`config.mk`:
```
export PLATFORM = sky130hd
export DESIGN_NAME = pcu_top
export DESIGN_NICKNAME = d
export VERILOG_FILES = /design/src/rtl/pcu_pkg.sv /design/src/rtl/pcu_counter.sv /design/src/rtl/pcu_cond_name.sv /design/src/rtl/pcu_top.sv
export SDC_FILE = /design/constraint.sdc
export NUM_CORES = 1
export LEC_CHECK = 0
export ABC_AREA = 1
export BUFFER_PORTS_ARGS = -buffer_cell sky130_fd_sc_hd__buf_2
export CAP_MARGIN = 20
export CORE_MARGIN = 2
export CORE_UTILIZATION = 59
export CTS_BUF_LIST = sky130_fd_sc_hd__clkbuf_4
export DETAILED_ROUTE_END_ITERATION = 16
export GPL_TIMING_DRIVEN = 0
export HOLD_SLACK_MARGIN = 0.03
export PLACE_DENSITY_LB_ADDON = 0.12
export REMOVE_ABC_BUFFERS = 1
export SYNTH_ARGS = -nofsm -noshare
export SYNTH_HDL_FRONTEND = slang
export SYNTH_SLANG_ARGS = --single-unit
```
`constraint.sdc`:
```
create_clock -name clk -period 1.8 [get_ports clk]
set_input_delay 0.36 -clock clk [delete_from_list [all_inputs] [get_ports clk]]
set_output_delay 0.36 -clock clk [all_outputs]
set_load 0.05 [all_outputs]
```
`src/rtl/pcu_pkg.sv`:
```
package pcu_pkg;

    typedef enum logic [3:0] {
        A_CTRL   = 4'd0,
        A_SEL    = 4'd1,
        A_EVCFG  = 4'd2,
        A_CNTLO  = 4'd3,
        A_CNTHI  = 4'd4,
        A_SNPLO  = 4'd5,
        A_SNPHI  = 4'd6,
        A_BUILD  = 4'd7,
        A_CBUILD = 4'd8,
        A_CSEL   = 4'd9,
        A_NAME0  = 4'd10,
        A_NAME1  = 4'd11
    } pcu_addr_e;

    localparam int CTRL_RUN_BIT  = 0;
    localparam int CTRL_SNAP_BIT = 1;

    function automatic logic [7:0] hex_char(input logic [3:0] nib);
        if (nib < 4'd10) hex_char = 8'h30 + {4'd0, nib};
        else             hex_char = 8'h41 + {4'd0, nib} - 8'd10;
    endfunction

endpackage

```
`src/rtl/pcu_counter.sv`:
```
module pcu_counter #(
    parameter int CNTW     = 48,
    parameter int NUM_COND = 8,
    parameter int CONDW    = 3
) (
    input  logic                clk,
    input  logic                rst_n,
    input  logic                run_i,
    input  logic [NUM_COND-1:0] cond_i,
    input  logic                cfg_we_i,
    input  logic [CONDW-1:0]    cfg_i,
    input  logic                lo_we_i,
    input  logic                hi_we_i,
    input  logic [31:0]         wmask_i,
    input  logic [31:0]         wdata_i,
    output logic [CONDW-1:0]    cfg_o,
    output logic [CNTW-1:0]     cnt_o
);
    localparam int HIW   = CNTW - 32;
    localparam int CPADW = 1 << CONDW;

    typedef struct packed {
        logic [CONDW-1:0] cfg;
        logic [CNTW-1:0]  cnt;
    } cstate_t;

    cstate_t             st_d, st_q;
    logic [CPADW-1:0]    cond_pad;
    logic                hit;

    always_comb begin
        cond_pad                 = '0;
        cond_pad[NUM_COND-1:0]   = cond_i;
        cond_pad[0]              = 1'b0;    // condition 0 never fires
        hit                      = run_i && cond_pad[st_q.cfg];

        st_d = st_q;
        if (cfg_we_i) st_d.cfg = cfg_i;
        if (lo_we_i) begin
            st_d.cnt[31:0] = (st_q.cnt[31:0] & ~wmask_i) | (wdata_i & wmask_i);
        end else if (hi_we_i) begin
            st_d.cnt[CNTW-1:32] = (st_q.cnt[CNTW-1:32] & ~wmask_i[HIW-1:0])
                                | (wdata_i[HIW-1:0] & wmask_i[HIW-1:0]);
        end else if (hit) begin
            st_d.cnt = st_q.cnt + 1'b1;
        end
    end

    always_ff @(posedge clk) begin
        if (!rst_n) st_q <= '0;
        else        st_q <= st_d;
    end

    assign cfg_o = st_q.cfg;
    assign cnt_o = st_q.cnt;

    AST_FROZEN: assert property (@(posedge clk) disable iff (!rst_n)
        (!run_i && !lo_we_i && !hi_we_i) |=> $stable(cnt_o));
    AST_NEVER_COUNTS: assert property (@(posedge clk) disable iff (!rst_n)
        (cfg_o == '0 && !lo_we_i && !hi_we_i) |=> $stable(cnt_o));
    AST_UNIT_STEP: assert property (@(posedge clk) disable iff (!rst_n)
        (!lo_we_i && !hi_we_i) |=> (cnt_o == $past(cnt_o) || cnt_o == $past(cnt_o) + 1'b1));

endmodule

```
`src/rtl/pcu_cond_name.sv`:
```
module pcu_cond_name
    import pcu_pkg::*;
#(
    parameter int NUM_COND = 8
) (
    input  logic [7:0]  csel_i,
    output logic [31:0] name0_o,
    output logic [31:0] name1_o
);
    always_comb begin
        if (csel_i >= 8'(NUM_COND)) begin
            name0_o = '0;
            name1_o = '0;
        end else if (csel_i == 8'd0) begin
            // "never   " with first character in the low byte
            name0_o = {8'h65, 8'h76, 8'h65, 8'h6E};
            name1_o = {8'h20, 8'h20, 8'h20, 8'h72};
        end else begin
            // "evt_" then four hex digits, most significant first
            name0_o = {8'h5F, 8'h74, 8'h76, 8'h65};
            name1_o = {hex_char(csel_i[3:0]), hex_char(csel_i[7:4]), 8'h30, 8'h30};
        end
    end
endmodule

```
`src/rtl/pcu_top.sv`:
```
module pcu_top
    import pcu_pkg::*;
#(
    parameter int NUM_CNT  = 4,
    parameter int SIZE_SEL = 1,
    parameter int NUM_COND = 8
) (
    input  logic                clk,
    input  logic                rst_n,
    input  logic [NUM_COND-1:0] cond_i,
    input  logic                bus_req,
    input  logic                bus_we,
    input  logic [3:0]          bus_addr,
    input  logic [1:0]          bus_be,
    input  logic [31:0]         bus_wdata,
    output logic [31:0]         bus_rdata,
    output logic                bus_rvalid
);
    localparam int CNTW  = 32 + 16 * SIZE_SEL;
    localparam int HIW   = CNTW - 32;
    localparam int CONDW = (NUM_COND > 1) ? $clog2(NUM_COND) : 1;
    localparam int IDXC  = (NUM_CNT > 1) ? $clog2(NUM_CNT) : 1;
    localparam int NPAD  = 1 << IDXC;
    localparam int IDXW  = 8;

    typedef struct packed {
        logic            run;
        logic [15:0]     tag;
        logic [IDXW-1:0] sel;
        logic [7:0]      csel;
        logic [31:0]     snap_lo;
        logic [31:0]     snap_hi;
        logic [31:0]     rdata;
        logic            rvalid;
    } tstate_t;

    tstate_t st_d, st_q;

    pcu_addr_e        addr;
    logic             wr, rd, sel_ok;
    logic [31:0]      wmask;
    logic [IDXC-1:0]  sel_idx;
    logic [CNTW-1:0]  cnt_pad [NPAD];
    logic [CONDW-1:0] cfg_pad [NPAD];
    logic [CNTW-1:0]  cur_cnt;
    logic [CONDW-1:0] cur_cfg;
    logic [31:0]      name0, name1;

    assign addr    = pcu_addr_e'(bus_addr);
    assign wr      = bus_req && bus_we;
    assign rd      = bus_req && !bus_we;
    assign wmask   = {{16{bus_be[1]}}, {16{bus_be[0]}}};
    assign sel_ok  = st_q.sel < IDXW'(NUM_CNT);
    assign sel_idx = st_q.sel[IDXC-1:0];
    assign cur_cnt = sel_ok ? cnt_pad[sel_idx] : '0;
    assign cur_cfg = sel_ok ? cfg_pad[sel_idx] : '0;

    for (genvar i = 0; i < NPAD; i++) begin : g_cnt
        if (i < NUM_CNT) begin : g_live
            logic hit_sel;
            assign hit_sel = wr && sel_ok && (sel_idx == IDXC'(i));
            pcu_counter #(
                .CNTW    (CNTW),
                .NUM_COND(NUM_COND),
                .CONDW   (CONDW)
            ) u_cnt (
                .clk     (clk),
                .rst_n   (rst_n),
                .run_i   (st_q.run),
                .cond_i  (cond_i),
                .cfg_we_i(hit_sel && addr == A_EVCFG && bus_be[0]),
                .cfg_i   (bus_wdata[CONDW-1:0]),
                .lo_we_i (hit_sel && addr == A_CNTLO),
                .hi_we_i (hit_sel && addr == A_CNTHI),
                .wmask_i (wmask),
                .wdata_i (bus_wdata),
                .cfg_o   (cfg_pad[i]),
                .cnt_o   (cnt_pad[i])
            );
        end else begin : g_pad
            assign cnt_pad[i] = '0;
            assign cfg_pad[i] = '0;
        end
    end

    pcu_cond_name #(.NUM_COND(NUM_COND)) u_name (
        .csel_i (st_q.csel),
        .name0_o(name0),
        .name1_o(name1)
    );

    always_comb begin
        st_d        = st_q;
        st_d.rvalid = rd;
        st_d.rdata  = '0;

        if (wr) begin
            unique case (addr)
                A_CTRL: begin
                    if (bus_be[0]) begin
                        st_d.run = bus_wdata[CTRL_RUN_BIT];
                        if (bus_wdata[CTRL_SNAP_BIT]) begin
                            st_d.snap_lo = cur_cnt[31:0];
                            st_d.snap_hi = 32'(cur_cnt[CNTW-1:32]);
                        end
                    end
                    if (bus_be[1]) st_d.tag = bus_wdata[31:16];
                end
                A_SEL:  if (bus_be[0]) st_d.sel  = bus_wdata[IDXW-1:0];
                A_CSEL: if (bus_be[0]) st_d.csel = bus_wdata[7:0];
                default: ;
            endcase
        end

        if (rd) begin
            unique case (addr)
                A_CTRL:   st_d.rdata = {st_q.tag, 15'd0, st_q.run};
                A_SEL:    st_d.rdata = 32'(st_q.sel);
                A_EVCFG:  st_d.rdata = 32'(cur_cfg);
                A_CNTLO:  st_d.rdata = cur_cnt[31:0];
                A_CNTHI:  st_d.rdata = 32'(cur_cnt[CNTW-1:32]);
                A_SNPLO:  st_d.rdata = st_q.snap_lo;
                A_SNPHI:  st_d.rdata = st_q.snap_hi;
                A_BUILD:  st_d.rdata = {12'd0, 4'(SIZE_SEL), 8'(NUM_CNT), 7'd0, 1'b1};
                A_CBUILD: st_d.rdata = {16'd0, 8'(NUM_COND), 7'd0, 1'b1};
                A_CSEL:   st_d.rdata = {24'd0, st_q.csel};
                A_NAME0:  st_d.rdata = name0;
                A_NAME1:  st_d.rdata = name1;
                default:  st_d.rdata = '0;
            endcase
        end
    end

    always_ff @(posedge clk) begin
        if (!rst_n) st_q <= '0;
        else        st_q <= st_d;
    end

    assign bus_rdata  = st_q.rdata;
    assign bus_rvalid = st_q.rvalid;

    AST_READ_LATENCY: assert property (@(posedge clk) disable iff (!rst_n)
        (bus_req && !bus_we) |=> bus_rvalid);
    AST_NO_SPURIOUS_VALID: assert property (@(posedge clk) disable iff (!rst_n)
        !(bus_req && !bus_we) |=> !bus_rvalid);
    AST_SNAP_READS_ZERO: assert property (@(posedge clk) disable iff (!rst_n)
        (bus_req && !bus_we && bus_addr == A_CTRL) |=> !bus_rdata[CTRL_SNAP_BIT]);
    AST_OUT_OF_RANGE_ZERO: assert property (@(posedge clk) disable iff (!rst_n)
        (bus_req && !bus_we && !sel_ok &&
         (bus_addr == A_EVCFG || bus_addr == A_CNTLO || bus_addr == A_CNTHI))
        |=> bus_rdata == 32'd0);
    AST_HI_LIMIT: assert property (@(posedge clk) disable iff (!rst_n)
        (bus_req && !bus_we && bus_addr == A_CNTHI) |=> (bus_rdata >> HIW) == 32'd0);

endmodule

```
==> results of run 1 <==
## routing by layer
layer  global-route usage  GRT overflow
met5                0.365             0
met4                0.736            63
met3                0.612             2
met2                0.933            78
met1                0.756             1
## per-stage QoR
stage | setup slack (ns) | setup TNS, ns
after floorplan | -1.55 | -276.87
after global placement | -7.79 | -1147.74
after detailed placement | -2.97 | -571.95
after CTS | -0.160 | -20.47
## cells in the mapped netlist, types with 10 or more instances
cell type | number | area share
a211oi_1 | 19 | 0.0065
buf_4 | 41 | 0.014
o22ai_1 | 60 | 0.017
buf_2 | 39 | 0.0089
xnor2_1 | 12 | 0.0048
nand4_1 | 76 | 0.022
inv_1 | 268 | 0.046
clkbuf_1 | 92 | 0.016
inv_2 | 19 | 0.0033
or2_2 | 14 | 0.0040
nand3b_1 | 19 | 0.0065
nand2_2 | 15 | 0.0043
nor4_1 | 20 | 0.0057
nor3_1 | 32 | 0.0073
nand3_1 | 283 | 0.065
a21oi_1 | 242 | 0.055
xor2_1 | 35 | 0.014
o211ai_1 | 12 | 0.0041
nor2_1 | 695 | 0.12
dfxtp_1 | 318 | 0.29
a22oi_1 | 10 | 0.0034
o21ai_0 | 282 | 0.064
nand2_1 | 1063 | 0.18
o21ai_1 | 17 | 0.0039
## repair_timing
action	4_1_cts
pin swaps	137
gates resized for setup	536
gates cloned	59
hold buffers	20
endpoints found under the setup margin	300
buffers inserted	116
hold endpoints to repair	69
## cell families after synthesis
family / after synthesis / synth area share
compound gates: 670 / 0.164
xor+xnor: 47 / 0.0188
fa+ha+maj: 7 / 0.00399
buf+inv: 475 / 0.0920
flops: 318 / 0.290
simple gates: 2249 / 0.431
==> results.toml, run 1 <==
[floorplan]
fp-row-count = 70
io_pins = 83
start_util = 0.599
fp.dieW_um = 197
die_h_um = 197

[global_route]
grt_usage = 0.761
grt_overflow = 144
grt_start_max_net_pins = 66

[clocking]
tritoncts.num_buffers = 88
cts_max_level = 3
clock-root-buffer = "clkbuf_4"
cts.path.max_buffers = 3
clock-sinks = 318

[synth]
async_reset_ff_frac = 0
ys_types = 50
seq_area_frac_synth = 0.290
yosysWarnings = 0
synth.avg_cell_area_um2 = 5.83
syn_inst = 3766
synth_area_um2 = 21900
synth-seq-cells = 318
synth-main-ff-cell = "dfxtp_1"
synth_edf_count = 0

[place]
place_area_um2 = 22200
hpwl_um = 74600
placed_cells = 4136
port-buffer-count = 81
gp_congestion = 1.12

[status]
error = "[ERROR GRT-0232] Routing congestion too high. Check the congestion heatmap in the GUI."
status = "stopped before the end"
lastStage = "5_1_grt"

[timing]
endpoint_type = "register data pin"
worst_endpoint = "_6945_/D"
==> inputs of run 2 (changes only) <==
Settings changed: CORE_UTILIZATION 59 to 40, CTS_BUF_LIST sky130_fd_sc_hd__clkbuf_4 to default, HOLD_SLACK_MARGIN 0.03 to default, PLACE_DENSITY_LB_ADDON 0.12 to 0.15.
Clock period 1.8 ns to 2.3 ns, I/O delays scaled along.
==> run 2 against run 1 <==
Against the previous run:
- synthesized area stayed put
- synthesized cell count unchanged
- the flow now finishes, with violations (setup timing)
==> results.toml, run 2 <==
[finish]
layout_commonest_cell = "nand2_1"
layout_common_cells = "nand2_1, nor2_1, dfxtp_1, nand3_1, o21ai_0"
nets = 3883
area_delta_synth_final_pct = 17.5
layout-drive-gt1-share = 0.115

[hold_path]
min_delay_path_depth = 3
hold_path.class = "input pin to register"
holdPathEnd = "st_q[120]$_SDFFE_PN0P_"
min-delay-start = "bus_wdata[23]"

[clocking]
clkTransAtPathRegs_ns = 0.06
cts.path.max_buffers = 3
clock-sinks = 318
cts_max_level = 2
holdBufCountCts = 0
cts_tree = "yes"
clk_latency_ns = 0.62
tritoncts.num_buffers = 40
clock-root-buffer = "clkbuf_16"

[setup_path]
worst-path-buf-inv = 3
crit_top_cell = "inv_1"
required_ns = 2.86
crit-reg2reg-launch = "sel_idx[0]$_SDFFE_PN0P_"
start_kind = "register"
max_stage_delay_ns = 0.68
path_max_fanout = 36
crit_path_cell_trace = "inv_1 > nand2_2 > buf_12 > o22ai_1 > nor3_1 > a21oi_1 > nand3_1 > nand2_1 > inv_1"
regToRegSetupSlack_ns = -0.03
r2r_end = "bus_rdata[6]$_SDFF_PN0_"
cp-end-kind = "register"
reg2regPathDepth = 9
critPathTopFamily = "simple AND/OR/NAND/NOR gates"
cp.arrival_ns = 2.89
cpMaxStageDelayCell = "nor3_1"
crit_type = "register to register"

[route]
drt-total-wl_um = 119000
viasPerCell = 5.98
via_count = 27200
drcViolationCount = 0
dr.pass1.iters = 6
avgRoutedWirePerCell_um = 26.2
drtAntennaViolNets = 0
drt-initial-drc-count = 4089

[synth]
synth-seq-cells = 318
synth.most_common_cell = "nand2_1"
ys_types = 50
async_reset_ff_frac = 0
synth.avg_cell_area_um2 = 5.83
syn_inst = 3766
seq_area_frac_synth = 0.290
synth_edf_count = 0
synth_top_area_frac = 0.290
yosysTopAreaCell = "dfxtp_1"
yosysWarnings = 0
synth_area_leaders = "dfxtp_1, nand2_1, nor2_1"
yosys-top-cells-count = "nand2_1, nor2_1, dfxtp_1"
synth_area_um2 = 21900
synth-main-ff-cell = "dfxtp_1"

[place]
gp_congestion = 1.07
hpwl_um = 84500
port-buffer-count = 81

[timing]
tightest_slew_ns = 1.05
whs_ns = 0.0898
rsz0062_at_grt = "yes"
max-slew-margin-rel = 0.299
fin_crit_sh = 1.01
setup_viol = 2
maxSlewViolCount = 0
max_clock_freq_mhz = 429
finalCriticalPeriod_ns = 2.33
fin_ws_ns = -0.0327
clock_skew_ns = 0.0372
hold_viol_final = 0

[global_route]
grt_pass1_vias = 24100
grt_pass1_wl_um = 168000
antenna_found_initial = 8
grt_start_max_net_pins = 107
grt_overflow = 0
grt_usage = 0.406

[power_and_ir_drop]
p_leak_uw = 0.00924
design_power_total_uw = 13000
irDropWorstVdd_mv = 0.583
pwr_density_cell_nw_per_um2 = 505

[status]
violations = "setup timing"
status = "complete, but fails checks"

[floorplan]
die_h_um = 238
die-area_um2 = 56700
fp.dieW_um = 238
io_pins = 83
fp.coreArea_um2 = 54000
fp-row-count = 85
start_util = 0.406

[run]
drv_cap = 0
run 2: cell counts after synthesis:
No cell type changed its count.
run 2: how the worst max path moves through the flow:
| stage | from | endpoint | slack, ns | depth (start not counted) |
|---|---|---|---|---|
| floorplan | rst_n | bus_rdata[0]$_SDFF_PN0_ | -1.15 | 4 |
| global placement | rst_n | bus_rdata[20]$_SDFF_PN0_ | -7.93 | 5 |
| detailed placement | sel_idx[1]$_SDFFE_PN0P_ | register | -2.38 | 11 |
| CTS | st_q[110]$_SDFFE_PN0P_ | register | 0.001 | 10 |
| global route | g_cnt[3].g_live.u_cnt.cfg_o[0]$_SDFFE_PN0P_ | register | -0.04 | 12 |
| finish | sel_idx[0]$_SDFFE_PN0P_ | bus_rdata[6]$_SDFF_PN0_ | -0.03 | 9 |
run 2: logic make-up after synthesis:
group / share of synthesized area
buf+inv: 0.0920
simple gates: 0.431
xor+xnor: 0.0188
flops: 0.290
fa+ha+maj: 0.00399
compound gates: 0.164
run 2: tightest hold or removal path, cell delays in order:
cell and delay (ns):
buf_2 0.09, nor2_1 0.04, nor2_1 0.08
run 2: per-layer routing:
metal	wire, um	GRT usage	share of wire
met1	46400	0.528	0.39
met2	48200	0.579	0.40
met3	14000	0.0949	0.12
met4	10600	0.312	0.089
met5	13	0	0.00011
run 2: timing repair:
item | CTS | global route
gates resized for setup | 121 | 75
cloned | 16 | 6
buffers inserted | 54 | 35
pin swaps | 27 | 15
endpoints found under the setup margin | 292 | 260
run 2: metrics by stage:
| step | setup TNS (ns) | setup slack, ns | std cells | utilization | cell area (um^2) |
|---|---|---|---|---|---|
| finish | -0.0585 | -0.0327 | 4555 | 0.477 | 25800 |
| global route | -0.146 | -0.0432 | 4552 | 0.477 | 25800 |
| CTS | 0 | 0.00118 | 4510 | 0.465 | 25100 |
| detailed placement | -439.39 | -2.38 | 4369 | 0.417 | 22500 |
| global placement | -1103.94 | -7.93 | 4357 | 0.412 | 22300 |
| floorplan | -143.87 | -1.15 | 3580 | - | 21000 |
run 2: power by group:
group | switching (uW) | internal, uW
clock network | 2850 | 3780
registers | 13.9 | 5520
logic | 706 | 164
total | 3570 | 9460
run 2: cell type report:
type | count | area [um^2]
timing repair buffer | 183 | 1480
fill | 5857 | 28200
tap | 696 | 871
sequential | 318 | 6380
timing repair inverter | 4 | 31.3
multi-input combinational | 2990 | 14500
clock buffer | 53 | 1150
inverter | 289 | 1170
clock inverter | 18 | 209
antenna | 4 | 10.0
No activity file was read; power rests on OpenSTA's default activity.
==> inputs of run 3 (changes only) <==
Settings changed: TNS_END_PERCENT from default to 1.
==> run 3 against run 2 <==
Against the previous run:
- the run still ends with setup timing left
- clock skew rose by 0.00082 ns
- critical path depth fell by 1
- combinational power fell by 2.3%
- worst hold slack got worse by 0.0016 ns
- routed wire length fell by 1.6%
- die area did not move
- total power fell by 0.13%
- flip-flop and latch count did not move
- non-clock buffer count fell by 47
- critical endpoint unchanged
- highest routed layer unchanged
==> results.toml, run 3 (same netlist as run 2, synthesis figures left out) <==
[clocking]
clock-root-buffer = "clkbuf_16"
cts_max_level = 2
cts_tree = "yes"
clkTransAtPathRegs_ns = 0.06
tritoncts.num_buffers = 40
clock-sinks = 318
holdBufCountCts = 0
clk_latency_ns = 0.62
cts.path.max_buffers = 3

[finish]
nets = 3828
stdcell_area_um2 = 25200
layout_common_cells = "nand2_1, nor2_1, dfxtp_1, nand3_1, o21ai_0"
area_delta_synth_final_pct = 15.0
layout_commonest_cell = "nand2_1"
layout-drive-gt1-share = 0.100

[floorplan]
start_util = 0.406
die_h_um = 238
fp.dieW_um = 238
fp.coreArea_um2 = 54000
die-area_um2 = 56700
fp-row-count = 85
io_pins = 83

[route]
dr.pass1.iters = 6
drt-total-wl_um = 117000
drt-initial-drc-count = 3725
via_count = 26800
drcViolationCount = 0
drtAntennaViolNets = 0
viasPerCell = 5.97
avgRoutedWirePerCell_um = 26.1

[setup_path]
required_ns = 2.81
crit_type = "register to register"
cp.arrival_ns = 2.88
cp-end-kind = "register"
path_max_fanout = 34
start_kind = "register"

[timing]
hold_viol_final = 0
whs_ns = 0.0882
clock_skew_ns = 0.0380
finalCriticalPeriod_ns = 2.37
rsz0062_at_grt = "yes"
fin_crit_sh = 1.03
setup_viol = 13
tightest_slew_ns = 1.14
finalSetupTns_ns = -0.263
max-slew-margin-rel = 0.241
maxSlewViolCount = 0
max_clock_freq_mhz = 422
fin_ws_ns = -0.0716

[place]
hpwl_um = 84500
port-buffer-count = 81
gp_congestion = 1.07
dp_worst_setup_slack_ns = -2.38
place_area_um2 = 22500

[status]
violations = "setup timing"
status = "complete, but fails checks"

[global_route]
grt_pass1_vias = 23900
grt_usage = 0.404
grt_pass1_wl_um = 167000
grt_start_max_net_pins = 107
grt_overflow = 0
antenna_found_initial = 7

[hold_path]
hold_path.class = "input pin to register"

[run]
drv_cap = 0

[power_and_ir_drop]
p_leak_uw = 0.00895
pwr_density_cell_nw_per_um2 = 516
irDropWorstVdd_mv = 0.575
design_power_total_uw = 13000
run 3: cell types whose count changed in the layout (fill, tap and decap cells not counted), sizes merged:
cell      previous run  this run
diode                4         3
buf                182       135
nand2             1086      1083
nand4               84        83
inv                284       283
clkinvlp             8         6
nor2               713       712
run 3: worst max-delay path, cell delays in order, from the launching register on:
cell,delay [ns]
dfxtp_4,0.43
nand2_2,0.24
buf_12,0.28
o22ai_1,0.61
nor3_1,0.29
a21oi_1,0.20
nand3_1,0.09
nand2_1,0.06
inv_1,0.04
run 3: per-layer routing:
layer,global-route usage,wire length [um],vias up
li1,-,-,12400
met1,0.523,45900,12400
met2,0.580,47000,1694
met3,0.0980,13700,427
met4,0.300,10600,2
met5,0,13,-
run 3: layout make-up:
type / count / area (um^2)
Tap cell: 696 / 871
Sequential cell: 318 / 6370
Antenna cell: 3 / 7.51
Clock inverter: 18 / 209
Clock buffer: 53 / 1150
Fill cell: 5875 / 28800
Inverter: 289 / 1160
Timing Repair Buffer: 136 / 1050
Multi-Input combinational cell: 2985 / 14400
Timing Repair inverter: 1 / 7.51
run 3: stage by stage:
step                utilization  instances
floorplan                     -       3580
global placement          0.412       4357
detailed placement        0.417       4369
CTS                       0.461       4484
global route              0.467       4496
finish                    0.467       4499
run 3: path summary, 6_finish.rpt:
check / start / end / slack (ns) / depth (start not counted)
max reg2reg: sel_idx[0]$_SDFFE_PN0P_ / bus_rdata[6]$_SDFF_PN0_ / -0.07 / 8
max: sel_idx[0]$_SDFFE_PN0P_ / bus_rdata[6]$_SDFF_PN0_ / -0.07 / 8
min reg2reg: st_q[124]$_SDFFE_PN0P_ / st_q[124]$_SDFFE_PN0P_ / 0.46 / 2
min: bus_wdata[23] / st_q[120]$_SDFFE_PN0P_ / 0.09 / 3
run 3: power breakdown:
| part | internal (uW) | switching, uW | total, uW |
|---|---|---|---|
| registers | 5520 | 13.8 | 5530 |
| clock network | 3780 | 2850 | 6630 |
| logic | 152 | 697 | 850 |
run 3: repair_timing:
action / CTS / global route
setup buffers: 32 / 10
pin swaps: 28 / 15
cloned: 12 / 2
gates resized for setup: 134 / 51
setup endpoints to repair: 292 / 271
